`src/rtl/bufarb_pkg.sv`:
```
package bufarb_pkg;
   typedef enum logic [2:0] {
      ST_IDLE, ST_RAS, ST_CAS, ST_CHK, ST_PRE, ST_REF, ST_ERR
   } bst_t;
   localparam int unsigned FRAME_BYTES = 3072;
   localparam int unsigned FRAME_SHIFT = 10;   // FRAME_BYTES = 3 << FRAME_SHIFT
endpackage

```
`src/rtl/bufarb_prio.sv`:
```
module bufarb_prio #(
   parameter int N     = 9,
   parameter int IDX_W = $clog2(N)
) (
   input  logic [N-1:0]     req,
   output logic [IDX_W-1:0] idx,
   output logic             any
);
   always_comb begin
      idx = '0;
      for (int i = N - 1; i >= 0; i--) begin
         if (req[i]) idx = IDX_W'(i);
      end
      any = |req;
   end
endmodule

```
`src/rtl/bufarb_map.sv`:
```
module bufarb_map import bufarb_pkg::*; #(
   parameter int FRAME_W = 9,
   parameter int OFF_W   = 12,
   parameter int PIN_W   = 10
) (
   input  logic               big,
   input  logic [FRAME_W-1:0] frame,
   input  logic [OFF_W-1:0]   offset,
   output logic [PIN_W-1:0]   row,
   output logic [PIN_W-1:0]   col,
   output logic               bad
);
   localparam int PHW       = 2 * PIN_W;
   localparam int LIM_BIG   = (2 ** PHW) / FRAME_BYTES;
   localparam int LIM_SMALL = (2 ** (PHW - 2)) / FRAME_BYTES;

   if (FRAME_W < $clog2(LIM_BIG)) begin : g_frame_w_bad
      $error("FRAME_W too narrow for the large device frame count");
   end

   logic [PHW-1:0] base, phys;
   always_comb begin
      base = PHW'(frame) * PHW'(3);
      phys = (base << FRAME_SHIFT) + PHW'(offset);
      if (big) begin
         row = phys[PHW-1:PIN_W];
         col = phys[PIN_W-1:0];
      end else begin
         row = {1'b0, phys[PHW-3:PIN_W-1]};
         col = {1'b0, phys[PIN_W-2:0]};
      end
      bad = (offset >= OFF_W'(FRAME_BYTES)) ||
            (big ? (32'(frame) >= LIM_BIG) : (32'(frame) >= LIM_SMALL));
   end
endmodule

```
`src/rtl/bufarb_refresh.sv`:
```
module bufarb_refresh #(
   parameter int PERIOD = 528,
   parameter int CW     = $clog2(PERIOD)
) (
   input  logic clk,
   input  logic rst_n,
   input  logic ack,
   output logic pend
);
   logic [CW-1:0] cnt;
   always_ff @(posedge clk or negedge rst_n) begin
      if (!rst_n) begin
         cnt  <= '0;
         pend <= 1'b0;
      end else begin
         if (ack) pend <= 1'b0;
         if (cnt == CW'(PERIOD - 1)) begin
            cnt  <= '0;
            pend <= 1'b1;
         end else begin
            cnt <= cnt + 1'b1;
         end
      end
   end
endmodule

```
`src/rtl/frame_dram_arbiter.sv`:
```
module frame_dram_arbiter import bufarb_pkg::*; #(
   parameter int N_CLI      = 9,
   parameter int FRAME_W    = 9,
   parameter int OFF_W      = 12,
   parameter int PIN_W      = 10,
   parameter int BYTE_W     = 8,
   parameter int REF_PERIOD = 528,
   parameter int T_RP       = 3,
   parameter int T_RCD      = 2,
   parameter int T_CAS      = 2,
   parameter int T_CBR      = 3,
   parameter logic [N_CLI-1:0] BURST_MASK = N_CLI'('b1110),
   parameter logic [N_CLI-1:0] WIDE_MASK  = N_CLI'('b1000),
   parameter int MCU_IDX    = 4,
   localparam int WORD_W    = 2 * BYTE_W
) (
   input  logic                     clk,
   input  logic                     rst_n,
   input  logic                     cfg_big,
   input  logic [N_CLI-1:0]         cli_req,
   input  logic [N_CLI*FRAME_W-1:0] cli_frame,
   input  logic [N_CLI*OFF_W-1:0]   cli_off,
   input  logic [N_CLI-1:0]         cli_we,
   input  logic [N_CLI*WORD_W-1:0]  cli_wdata,
   output logic [N_CLI-1:0]         cli_gnt,
   output logic [N_CLI-1:0]         cli_done,
   output logic [WORD_W-1:0]        cli_rdata,
   output logic                     addr_err,
   output logic                     cpu_ce,
   output logic [PIN_W-1:0]         dram_a,
   output logic                     dram_ras_n,
   output logic                     dram_cas_n,
   output logic                     dram_we_n,
   output logic                     dram_oe_n,
   output logic [BYTE_W-1:0]        dram_dout,
   input  logic [BYTE_W-1:0]        dram_din
);
   localparam int IDX_W = $clog2(N_CLI);
   localparam int CNT_W = 3;

   if (T_CAS < 2 || T_RCD < 1 || T_RP < 1 || T_CBR < 1 ||
       T_CAS > 7 || T_RCD > 7 || T_RP > 7 || T_CBR > 7) begin : g_timing_bad
      $error("DRAM timing parameters out of range");
   end
   if (MCU_IDX >= N_CLI) begin : g_mcu_bad
      $error("MCU_IDX outside the client range");
   end

   bst_t               st;
   logic [CNT_W-1:0]   cnt;
   logic [IDX_W-1:0]   own, win, sel;
   logic               any_req, ref_pend, ref_ack;
   logic [PIN_W-1:0]   row_q, col_q, m_row, m_col;
   logic               m_bad, half, we_q;
   logic [WORD_W-1:0]  wdat_q, rd_q;
   logic [N_CLI-1:0]   above;
   logic               hp_pend, cont, beat_end, gnt_act, cas_lo, ras_lo;

   bufarb_prio #(.N(N_CLI)) u_prio (.req(cli_req), .idx(win), .any(any_req));

   assign sel = (st == ST_IDLE) ? win : own;

   bufarb_map #(.FRAME_W(FRAME_W), .OFF_W(OFF_W), .PIN_W(PIN_W)) u_map (
      .big   (cfg_big),
      .frame (cli_frame[sel*FRAME_W +: FRAME_W]),
      .offset(cli_off[sel*OFF_W +: OFF_W]),
      .row   (m_row),
      .col   (m_col),
      .bad   (m_bad)
   );

   bufarb_refresh #(.PERIOD(REF_PERIOD)) u_ref (
      .clk(clk), .rst_n(rst_n), .ack(ref_ack), .pend(ref_pend)
   );

   always_comb begin
      ref_ack  = (st == ST_IDLE) && ref_pend;
      above    = (N_CLI'(1) << own) - N_CLI'(1);
      hp_pend  = ref_pend || (|(cli_req & above));
      cont     = BURST_MASK[own] && cli_req[own] && !m_bad &&
                 (m_row == row_q) && !hp_pend;
      beat_end = (st == ST_CAS) && (cnt == CNT_W'(T_CAS - 1)) &&
                 (!WIDE_MASK[own] || half);
      gnt_act  = (st == ST_RAS) || (st == ST_CAS) || (st == ST_CHK) || (st == ST_ERR);
      cas_lo   = ((st == ST_CAS) && (cnt < CNT_W'(T_CAS - 1))) || (st == ST_REF);
      ras_lo   = (st == ST_RAS) || (st == ST_CAS) || (st == ST_CHK) ||
                 ((st == ST_REF) && (cnt != '0));
   end

   always_ff @(posedge clk or negedge rst_n) begin
      if (!rst_n) begin
         st     <= ST_IDLE;
         cnt    <= '0;
         own    <= '0;
         row_q  <= '0;
         col_q  <= '0;
         half   <= 1'b0;
         we_q   <= 1'b0;
         wdat_q <= '0;
         rd_q   <= '0;
      end else begin
         case (st)
            ST_IDLE: begin
               cnt <= '0;
               if (ref_pend) begin
                  st <= ST_REF;
               end else if (any_req) begin
                  own    <= win;
                  we_q   <= cli_we[win];
                  wdat_q <= cli_wdata[win*WORD_W +: WORD_W];
                  row_q  <= m_row;
                  col_q  <= m_col;
                  half   <= 1'b0;
                  rd_q   <= '0;
                  st     <= m_bad ? ST_ERR : ST_RAS;
               end
            end
            ST_RAS: begin
               if (cnt == CNT_W'(T_RCD - 1)) begin
                  st  <= ST_CAS;
                  cnt <= '0;
               end else begin
                  cnt <= cnt + 1'b1;
               end
            end
            ST_CAS: begin
               if (cnt == CNT_W'(T_CAS - 2) && !we_q)
                  rd_q[half*BYTE_W +: BYTE_W] <= dram_din;
               if (cnt == CNT_W'(T_CAS - 1)) begin
                  cnt <= '0;
                  if (WIDE_MASK[own] && !half) half <= 1'b1;
                  else st <= ST_CHK;
               end else begin
                  cnt <= cnt + 1'b1;
               end
            end
            ST_CHK: begin
               cnt <= '0;
               if (cont) begin
                  st     <= ST_CAS;
                  col_q  <= m_col;
                  we_q   <= cli_we[own];
                  wdat_q <= cli_wdata[own*WORD_W +: WORD_W];
                  half   <= 1'b0;
                  rd_q   <= '0;
               end else begin
                  st <= ST_PRE;
               end
            end
            ST_PRE: begin
               if (cnt == CNT_W'(T_RP - 1)) begin
                  st  <= ST_IDLE;
                  cnt <= '0;
               end else begin
                  cnt <= cnt + 1'b1;
               end
            end
            ST_REF: begin
               if (cnt == CNT_W'(T_CBR)) begin
                  st  <= ST_PRE;
                  cnt <= '0;
               end else begin
                  cnt <= cnt + 1'b1;
               end
            end
            ST_ERR:  st <= ST_IDLE;
            default: st <= ST_IDLE;
         endcase
      end
   end

   for (genvar g = 0; g < N_CLI; g++) begin : g_port
      assign cli_gnt[g]  = gnt_act && (own == IDX_W'(g));
      assign cli_done[g] = (beat_end || st == ST_ERR) && (own == IDX_W'(g));
   end

   assign cli_rdata  = rd_q;
   assign addr_err   = (st == ST_ERR);
   assign cpu_ce     = !(cli_req[MCU_IDX] && !cli_done[MCU_IDX]);
   assign dram_a     = (st == ST_RAS) ? row_q : (col_q | PIN_W'(half));
   assign dram_ras_n = !ras_lo;
   assign dram_cas_n = !cas_lo;
   assign dram_we_n  = !((st == ST_CAS) && cas_lo && we_q);
   assign dram_oe_n  = !((st == ST_CAS) && cas_lo && !we_q);
   assign dram_dout  = half ? wdat_q[WORD_W-1:BYTE_W] : wdat_q[BYTE_W-1:0];
endmodule

```
`config.mk`:
```
export PLATFORM = sky130hd
export DESIGN_NAME = frame_dram_arbiter
export DESIGN_NICKNAME = d
export VERILOG_FILES = /design/src/rtl/bufarb_pkg.sv /design/src/rtl/bufarb_prio.sv /design/src/rtl/bufarb_map.sv /design/src/rtl/bufarb_refresh.sv /design/src/rtl/frame_dram_arbiter.sv
export SDC_FILE = /design/constraint.sdc
export NUM_CORES = 1
export LEC_CHECK = 0
export BUFFER_PORTS_ARGS = -buffer_cell sky130_fd_sc_hd__buf_4
export CORE_AREA = 2 2 161 163
export CTS_BUF_LIST = sky130_fd_sc_hd__clkbuf_4
export CTS_CLUSTER_DIAMETER = 100
export DETAILED_ROUTE_END_ITERATION = 16
export DIE_AREA = 0 0 163 165
export PLACE_DENSITY = 0.62
export SETUP_SLACK_MARGIN = 0.1
export SYNTH_ARGS = -nofsm -noshare
export SYNTH_HDL_FRONTEND = slang
export SYNTH_HIERARCHICAL = 1
export SYNTH_SLANG_ARGS = --single-unit
```
`constraint.sdc`:
```
create_clock -name clk -period 13.9 [get_ports clk]
set_input_delay 2.78 -clock clk [delete_from_list [all_inputs] [get_ports clk]]
set_output_delay 2.78 -clock clk [all_outputs]
set_load 0.01 [all_outputs]
```
== Word level (Yosys, flattened, before mapping) ==
Memory sizes are Yosys's and may differ from the RTL's.
Cells that the tools add are included.
Storage, ports and cells
  flip-flop bits (word level): 75
  bits in read-only memories: 32
  input bits: 362
  output and inout bits: 58
  logic and storage cells: 201
  memories kept: 2
Operators by class
  $add $sub $neg: 5
  multiply operators: 3
  order comparisons: 6
  eq/ne operators: 30
  shift-type cells: 7
  multiplexer cells: 64
  bitwise logic cells: 3
  reductions and logical operators: 70
Memory list
  (no name shown): words 16, bits a word 1, rd ports 1, clocked after memory_dff 0, write ports 0, line frame_dram_arbiter.sv:131  | if (WIDE_MASK[own] && !half) half <= 1'b1;
  (no name shown): words 16, bits a word 1, rd ports 1, clocked after memory_dff 0, write ports 0, line frame_dram_arbiter.sv:80  | cont = BURST_MASK[own] && cli_req[own] && !m_bad &&
Operators by type and width (count)
  variable part select 144 x 9 -> 16 bit: 2
  two-way mux 16 bit: 7
  variable part select 108 x 9 -> 12 bit: 1
  variable part select 81 x 9 -> 9 bit: 1
  two-way mux 10 bit: 7
  case mux 16 bit (3 select lines): 1
  two-way mux 4 bit: 10
  two-way mux 3 bit: 12
  negator 4 -> 34 bit: 1
  variable shift 8 x 34 -> 16 bit (first input constant): 1
  variable part select 8 x 34 -> 16 bit: 1
  logical AND 1 bit: 33
  case mux 16 bit (2 select lines): 1
  adder 20 x 12 -> 20 bit: 1
  case mux 10 bit (2 select lines): 1
  != test 2 bit (second input constant): 9
  case mux 3 bit (6 select lines): 1
  OR reduction 9 bit: 2
  bitwise mux 16 bit: 1
  == test 4 x 3 -> 1 bit (second input constant): 4
  two-way mux 1 bit: 16
  binary-select mux 1 bit (select 4 bit): 3
  == test 3 x 2 -> 1 bit (second input constant): 4
  >= comparator 12 bit (second input constant): 1
  other kinds (39): 67

== Logic depth before layout (Yosys ltp) ==
  depth in word-level cells: 21
  depth in mapped cells: 27

== By module ==
Netlist, hierarchy kept.
Modules (own cells, without submodules)
  frame_dram_arbiter: times used 1, cells each 669, area each 6835.3 µm², sequential area each 1601.5 µm²
  bufarb_map: times used 1, cells each 142, area each 1143.6 µm², sequential area each 0.0 µm²
  bufarb_refresh: times used 1, cells each 42, area each 489.2 µm², sequential area each 275.3 µm²
  bufarb_prio: times used 1, cells each 14, area each 96.3 µm², sequential area each 0.0 µm²

== Worst setup path after synthesis ==
No wires, ideal clock.
  path kind: input port to flip-flop
  from: input port cli_req[4]
  to: register col_q[4]
  data arrival time: 8480 ps
  path slack: 5295 ps
  stages: 25
  path buffers: 4
  cell sequence: nor2_1 o21ai_0 a211oi_1 clkbuf_1 clkbuf_1 mux2i_1 clkbuf_1 mux4_2 a22oi_1 nand2_1 ha_1 fa_1 nor2b_1 o21a_1 xnor2_2 nand3_2 or4_1 o211ai_1 xor2_1 nor4_1 nand4_2 or4_4 nand2_8 buf_12 mux2_4
RTL lines
  start, declared: line frame_dram_arbiter.sv:20  | input logic [N_CLI-1:0] cli_req,
  two-way mux 4 bit (*) (5 in series): line bufarb_prio.sv:12  | if (req[i]) idx = IDX_W'(i);
  via win[1]: line frame_dram_arbiter.sv:51  | logic [IDX_W-1:0] own, win, sel;
  two-way mux 4 bit (*): line frame_dram_arbiter.sv:61  | assign sel = (st == ST_IDLE) ? win : own;
  multiplier 4 x 4 -> 8 bit: line frame_dram_arbiter.sv:65  | .frame (cli_frame[sel*FRAME_W +: FRAME_W]),
  variable part select 81 x 9 -> 9 bit: line frame_dram_arbiter.sv:65
  multiplier 9 x 2 -> 10 bit: line bufarb_map.sv:23  | base = PHW'(frame) * PHW'(3);
  adder 20 x 12 -> 20 bit (*): line bufarb_map.sv:24  | phys = (base << FRAME_SHIFT) + PHW'(offset);
  two-way mux 10 bit (*): line bufarb_map.sv:25  | if (big) begin
  via m_row[7]: line frame_dram_arbiter.sv:53  | logic [PIN_W-1:0] row_q, col_q, m_row, m_col;
  == test 10 bit (*): line frame_dram_arbiter.sv:81  | (m_row == row_q) && !hp_pend;
  logical AND 1 bit (*): line frame_dram_arbiter.sv:80
  logical AND 1 bit (*): line frame_dram_arbiter.sv:81
  != test 2 bit (no line) (*)
  AND reduction 4 bit (no line) (*)
  end signal, assigned: line frame_dram_arbiter.sv:112  | col_q <= m_col;
  end signal, assigned: line frame_dram_arbiter.sv:141  | col_q <= m_col;
  end, declared: line frame_dram_arbiter.sv:53
The timed path passes the listed nets; every way through them passes the cells marked *. The select of a mux whose other input is x is not followed.
A chain may end at the register's enable or synchronous reset.

== Worst setup path in the final report ==
  from: input port cli_req[3]
  to: register col_q[9]
RTL lines (line)
  two-way mux 4 bit (*) (4 in series): bufarb_prio.sv:12
  via win[0]: frame_dram_arbiter.sv:51
  two-way mux 4 bit (*): frame_dram_arbiter.sv:61
  multiplier 4 x 4 -> 8 bit: frame_dram_arbiter.sv:65
  variable part select 81 x 9 -> 9 bit: frame_dram_arbiter.sv:65
  multiplier 9 x 2 -> 10 bit: bufarb_map.sv:23
  adder 20 x 12 -> 20 bit (*): bufarb_map.sv:24
  two-way mux 10 bit (*): bufarb_map.sv:25
  via m_row[6]: frame_dram_arbiter.sv:53
  == test 10 bit (*): frame_dram_arbiter.sv:81
  logical AND 1 bit (*): frame_dram_arbiter.sv:80
  logical AND 1 bit (*): frame_dram_arbiter.sv:81
  != test 2 bit (no line) (*)
  AND reduction 4 bit (no line) (*)
Marked as above.

==> summary.json <==
{
  "async_flop_share": {"value": 100, "unit": "%"},
  "layout_worst_path_cycle_share": {"value": 65.3, "unit": "%"},
  "mappedNetlistArea": {"value": 8560, "unit": "sq um"},
  "number_of_global_route_vias_before_repair": {"value": 8869},
  "totalPowerFinal": {"value": 2.62, "unit": "mW"},
  "cts-root-buf": {"value": "clkbuf_4"},
  "grt.total_usage": {"value": 26.1, "unit": "%"},
  "syn_inst": {"value": 867},
  "max-slew-margin-rel": {"value": 20.1, "unit": "%"},
  "wire_length_of_the_first_global_routing_pass": {"value": 52.8, "unit": "mm"},
  "finalSetupTns": {"value": 0, "unit": "ns"},
  "clk_pin_slew": {"value": 0.13, "unit": "ns"},
  "num_cts_buffers": {"value": 9},
  "routed_wl": {"value": 35.8, "unit": "mm"},
  "die_height": {"value": 165, "unit": "um"},
  "cts_num_sinks": {"value": 75},
  "grt_antenna_before_repair": {"value": 7},
  "cp_max_fo": {"value": 43},
  "powerDensity": {"value": 217, "unit": "nW/um^2"},
  "final-setup-viol-count": {"value": 0},
  "vias_per_cell": {"value": 5.58},
  "hold_class": {"value": "reg2reg"},
  "grt_start_max_net_pins": {"value": 76},
  "synth_flop_cell": {"value": "dfrtp_1"},
  "die_w": {"value": 163, "unit": "um"},
  "vdd.ir_drop.worst": {"value": 0.155, "unit": "mV"},
  "layout_setup_ws": {"value": 4.82, "unit": "ns"},
  "clkLatencyLatePin": {"value": 0.43, "unit": "ns"},
  "synth-edff-count": {"value": 0},
  "clock_tree_from_tritoncts": {"value": "done"},
  "maxCapViolCount": {"value": 0},
  "timing_worst_setup_path_type": {"value": "in2reg"},
  "crit_path_start_kind": {"value": "input pin"},
  "slew_at_the_pin_with_the_worst_max_slew_slack": {"value": 1.19, "unit": "ns"},
  "initial_core_util": {"value": 34.2, "unit": "%"},
  "postCtsResizedCells": {"value": 0},
  "boundaryPins": {"value": 420},
  "drive_gt1_share": {"value": 49.7, "unit": "%"},
  "gp_routability_congestion": {"value": 0.902},
  "synth_seq_cells": {"value": 75},
  "ys_top_cells_by_area": {"value": "dfrtp_1 (22%), mux4_2 (21%), nand2_1 (5.8%), mux2_2 (5.4%), ha_1 (3.9%)"},
  "fp-row-count": {"value": 58},
  "dp_hpwl": {"value": 29.7, "unit": "mm"},
  "synth_top_area_share": {"value": 21.9, "unit": "%"},
  "count_of_vias_placed_by_the_detailed_router": {"value": 8841},
  "critPathCaptureType": {"value": "flop"},
  "timing.final.crit_period": {"value": 9.08, "unit": "ns"},
  "wire_per_inst": {"value": 22.6, "unit": "um"},
  "seq_area_frac_synth": {"value": 21.9, "unit": "%"},
  "drt.antenna.violating_nets": {"value": 0},
  "flow.area_growth_from_synthesis": {"value": 40.9, "unit": "%"},
  "worst_ep_required_time": {"value": 14.22, "unit": "ns"},
  "firstDrtPassIters": {"value": 5},
  "floorplan.core_area": {"value": 25000, "unit": "sq um"},
  "clk_path_buf_depth": {"value": 2},
  "maxClockFrequency": {"value": 0.110, "unit": "GHz"},
  "post-route-drc-count": {"value": 0},
  "static-leakage-power": {"value": 5.48, "unit": "nW"},
  "synth_fp_nets": {"value": 1258},
  "hold_buffers": {"value": 0},
  "drt_iter0_drc": {"value": 653},
  "crit_arrival": {"value": 9.39, "unit": "ns"},
  "place_ws": {"value": 4.38, "unit": "ns"},
  "result_of_the_run": {"value": "finished, final reports clean"},
  "clock_skew": {"value": 0.0207, "unit": "ns"},
  "design.final.nets": {"value": 1635},
  "syn-mean-instance-area": {"value": 9.88, "unit": "sq um"},
  "post-cts-setup-buffer-count": {"value": 0},
  "fin_worst_hold_slack": {"value": 0.499, "unit": "ns"},
  "io_buffers": {"value": 419},
  "gr-total-overflow": {"value": 0},
  "final_max_slew_viol_count": {"value": 0},
  "final_hold_violation_count": {"value": 0},
  "design.die.area": {"value": 26900, "unit": "sq um"},
  "netlist-cell-type-count": {"value": 84},
  "synth_warnings": {"value": 6},
  "synth_area_leader_cell": {"value": "dfrtp_1"},
  "htreeDepth": {"value": 3},
  "grt_setup_unrepaired": {"value": "false"}
}
placed cells by master, fill, tap and decap left out, drive strengths merged, types with 9 or more instances in the layout:
master / count
buf: 433
mux2: 61
o21ai: 20
a311oi: 18
o22ai: 19
nand3: 27
clkbuf: 9
nor2b: 13
o211ai: 13
mux2i: 12
nand2: 134
nor3: 18
inv: 26
a22oi: 22
ha: 27
nand2b: 10
dfrtp: 75
a22o: 32
mux4: 78
xnor2: 12
xor2: 18
a21oi: 20
nor2: 45
nor4: 10
final timing paths:
path	start	slack, ns	endpoint	depth (start not counted)
setup / recovery	cli_req[3]	4.82	col_q[9]	24
hold / removal	u_ref/cnt[0]	0.50	u_ref/cnt[0]	1
setup reg to reg	st[0]	6.79	col_q[9]	21
hold reg to reg	u_ref/cnt[0]	0.50	u_ref/cnt[0]	1
max in group asynchronous	rst_n	10.74	own[1]	1
min in group asynchronous	rst_n	2.49	cli_rdata[2]	1
layer usage:
metal	up-vias	routed length, um	GRT usage [%]
met5	-	23	0
met4	4	813	6.60
met3	52	3320	6.98
met2	423	17700	45.2
met1	4254	13900	32.3
li1	4108	-	-
cell type report:
type / count / area, sq um
diodes: 5 / 12.5
clock buffers: 9 / 67.6
clock inverters: 7 / 66.3
fillers: 2445 / 13000
inverters: 25 / 93.8
multi-input cells: 700 / 6290
flip-flops and latches: 75 / 1880
well taps: 330 / 413
repair buffers: 433 / 3250
flip-flops by register name (all words and copies together) (netlist names):
signal      count
own             4
half            1
cnt             3
col_q          10
u_ref/cnt      10
st              3
wdat_q         16
u_ref/pend      1
cli_rdata      16
row_q          10
we_q            1
synth_stat cells (18+ instances only):
cell type	instances
nand2_1	132
mux4_2	78
dfrtp_1	75
nor2_1	45
mux2_2	41
clkbuf_1	39
a22o_1	32
ha_1	27
nand3_1	26
inv_1	24
a22oi_1	22
mux2_4	20
o22ai_1	19
a21oi_1	18
a311oi_1	18
xor2_1	18
metrics by stage:
stage | std cells | cell area [sq um] | utilization (%)
3_3_place_gp | 1563 | 11900 | 47.6
3_5_place_dp | 1563 | 11900 | 47.6
4_1_cts | 1579 | 12100 | 48.2
2_1_floorplan | 867 | 8560 | -
5_1_grt | 1580 | 12100 | 48.2
6_report | 1584 | 12100 | 48.2
power breakdown:
group          total (mW)  switching [mW]  internal (mW)
Sequential          0.381          0.0801          0.301
Clock               0.136          0.0813         0.0544
Combinational        2.10            1.11          0.991
Total                2.62            1.27           1.35
logic make-up (layout without fill, tap and decap cells):
| family | Yosys count | in the layout | synth area share [%] |
|---|---|---|---|
| XOR/XNOR | 30 | 30 | 3.16 |
| AND/OR/NAND/NOR | 304 | 304 | 18.0 |
| other | 0 | 5 | 0 |
| flip-flops | 75 | 75 | 21.9 |
| AO/OA/AOI/OAI | 186 | 186 | 16.5 |
| buffers and inverters | 92 | 474 | 5.24 |
| adder cells (fa/ha/maj) | 29 | 29 | 4.41 |
| multiplexers | 151 | 151 | 30.8 |
critical path, stage by stage:
cell and delay, ns:
buf_4 0.13, nor2b_1 0.12, o21bai_1 0.19, o41ai_2 0.12
buf_4 0.26, mux2i_4 0.16, buf_4 0.63, mux4_2 0.59
a22oi_1 0.21, nand2_1 0.19, ha_1 0.28, fa_1 0.42
nor2b_1 0.19, o21a_1 0.24, xnor2_1 0.25, nor3_1 0.12
a2111oi_0 0.41, nor2_1 0.14, xor2_1 0.18, nor4_1 0.38
nand4_2 0.17, or4_4 0.55, nand2_8 0.27, mux2_2 0.37
No activity file was read; power rests on OpenSTA's default activity.
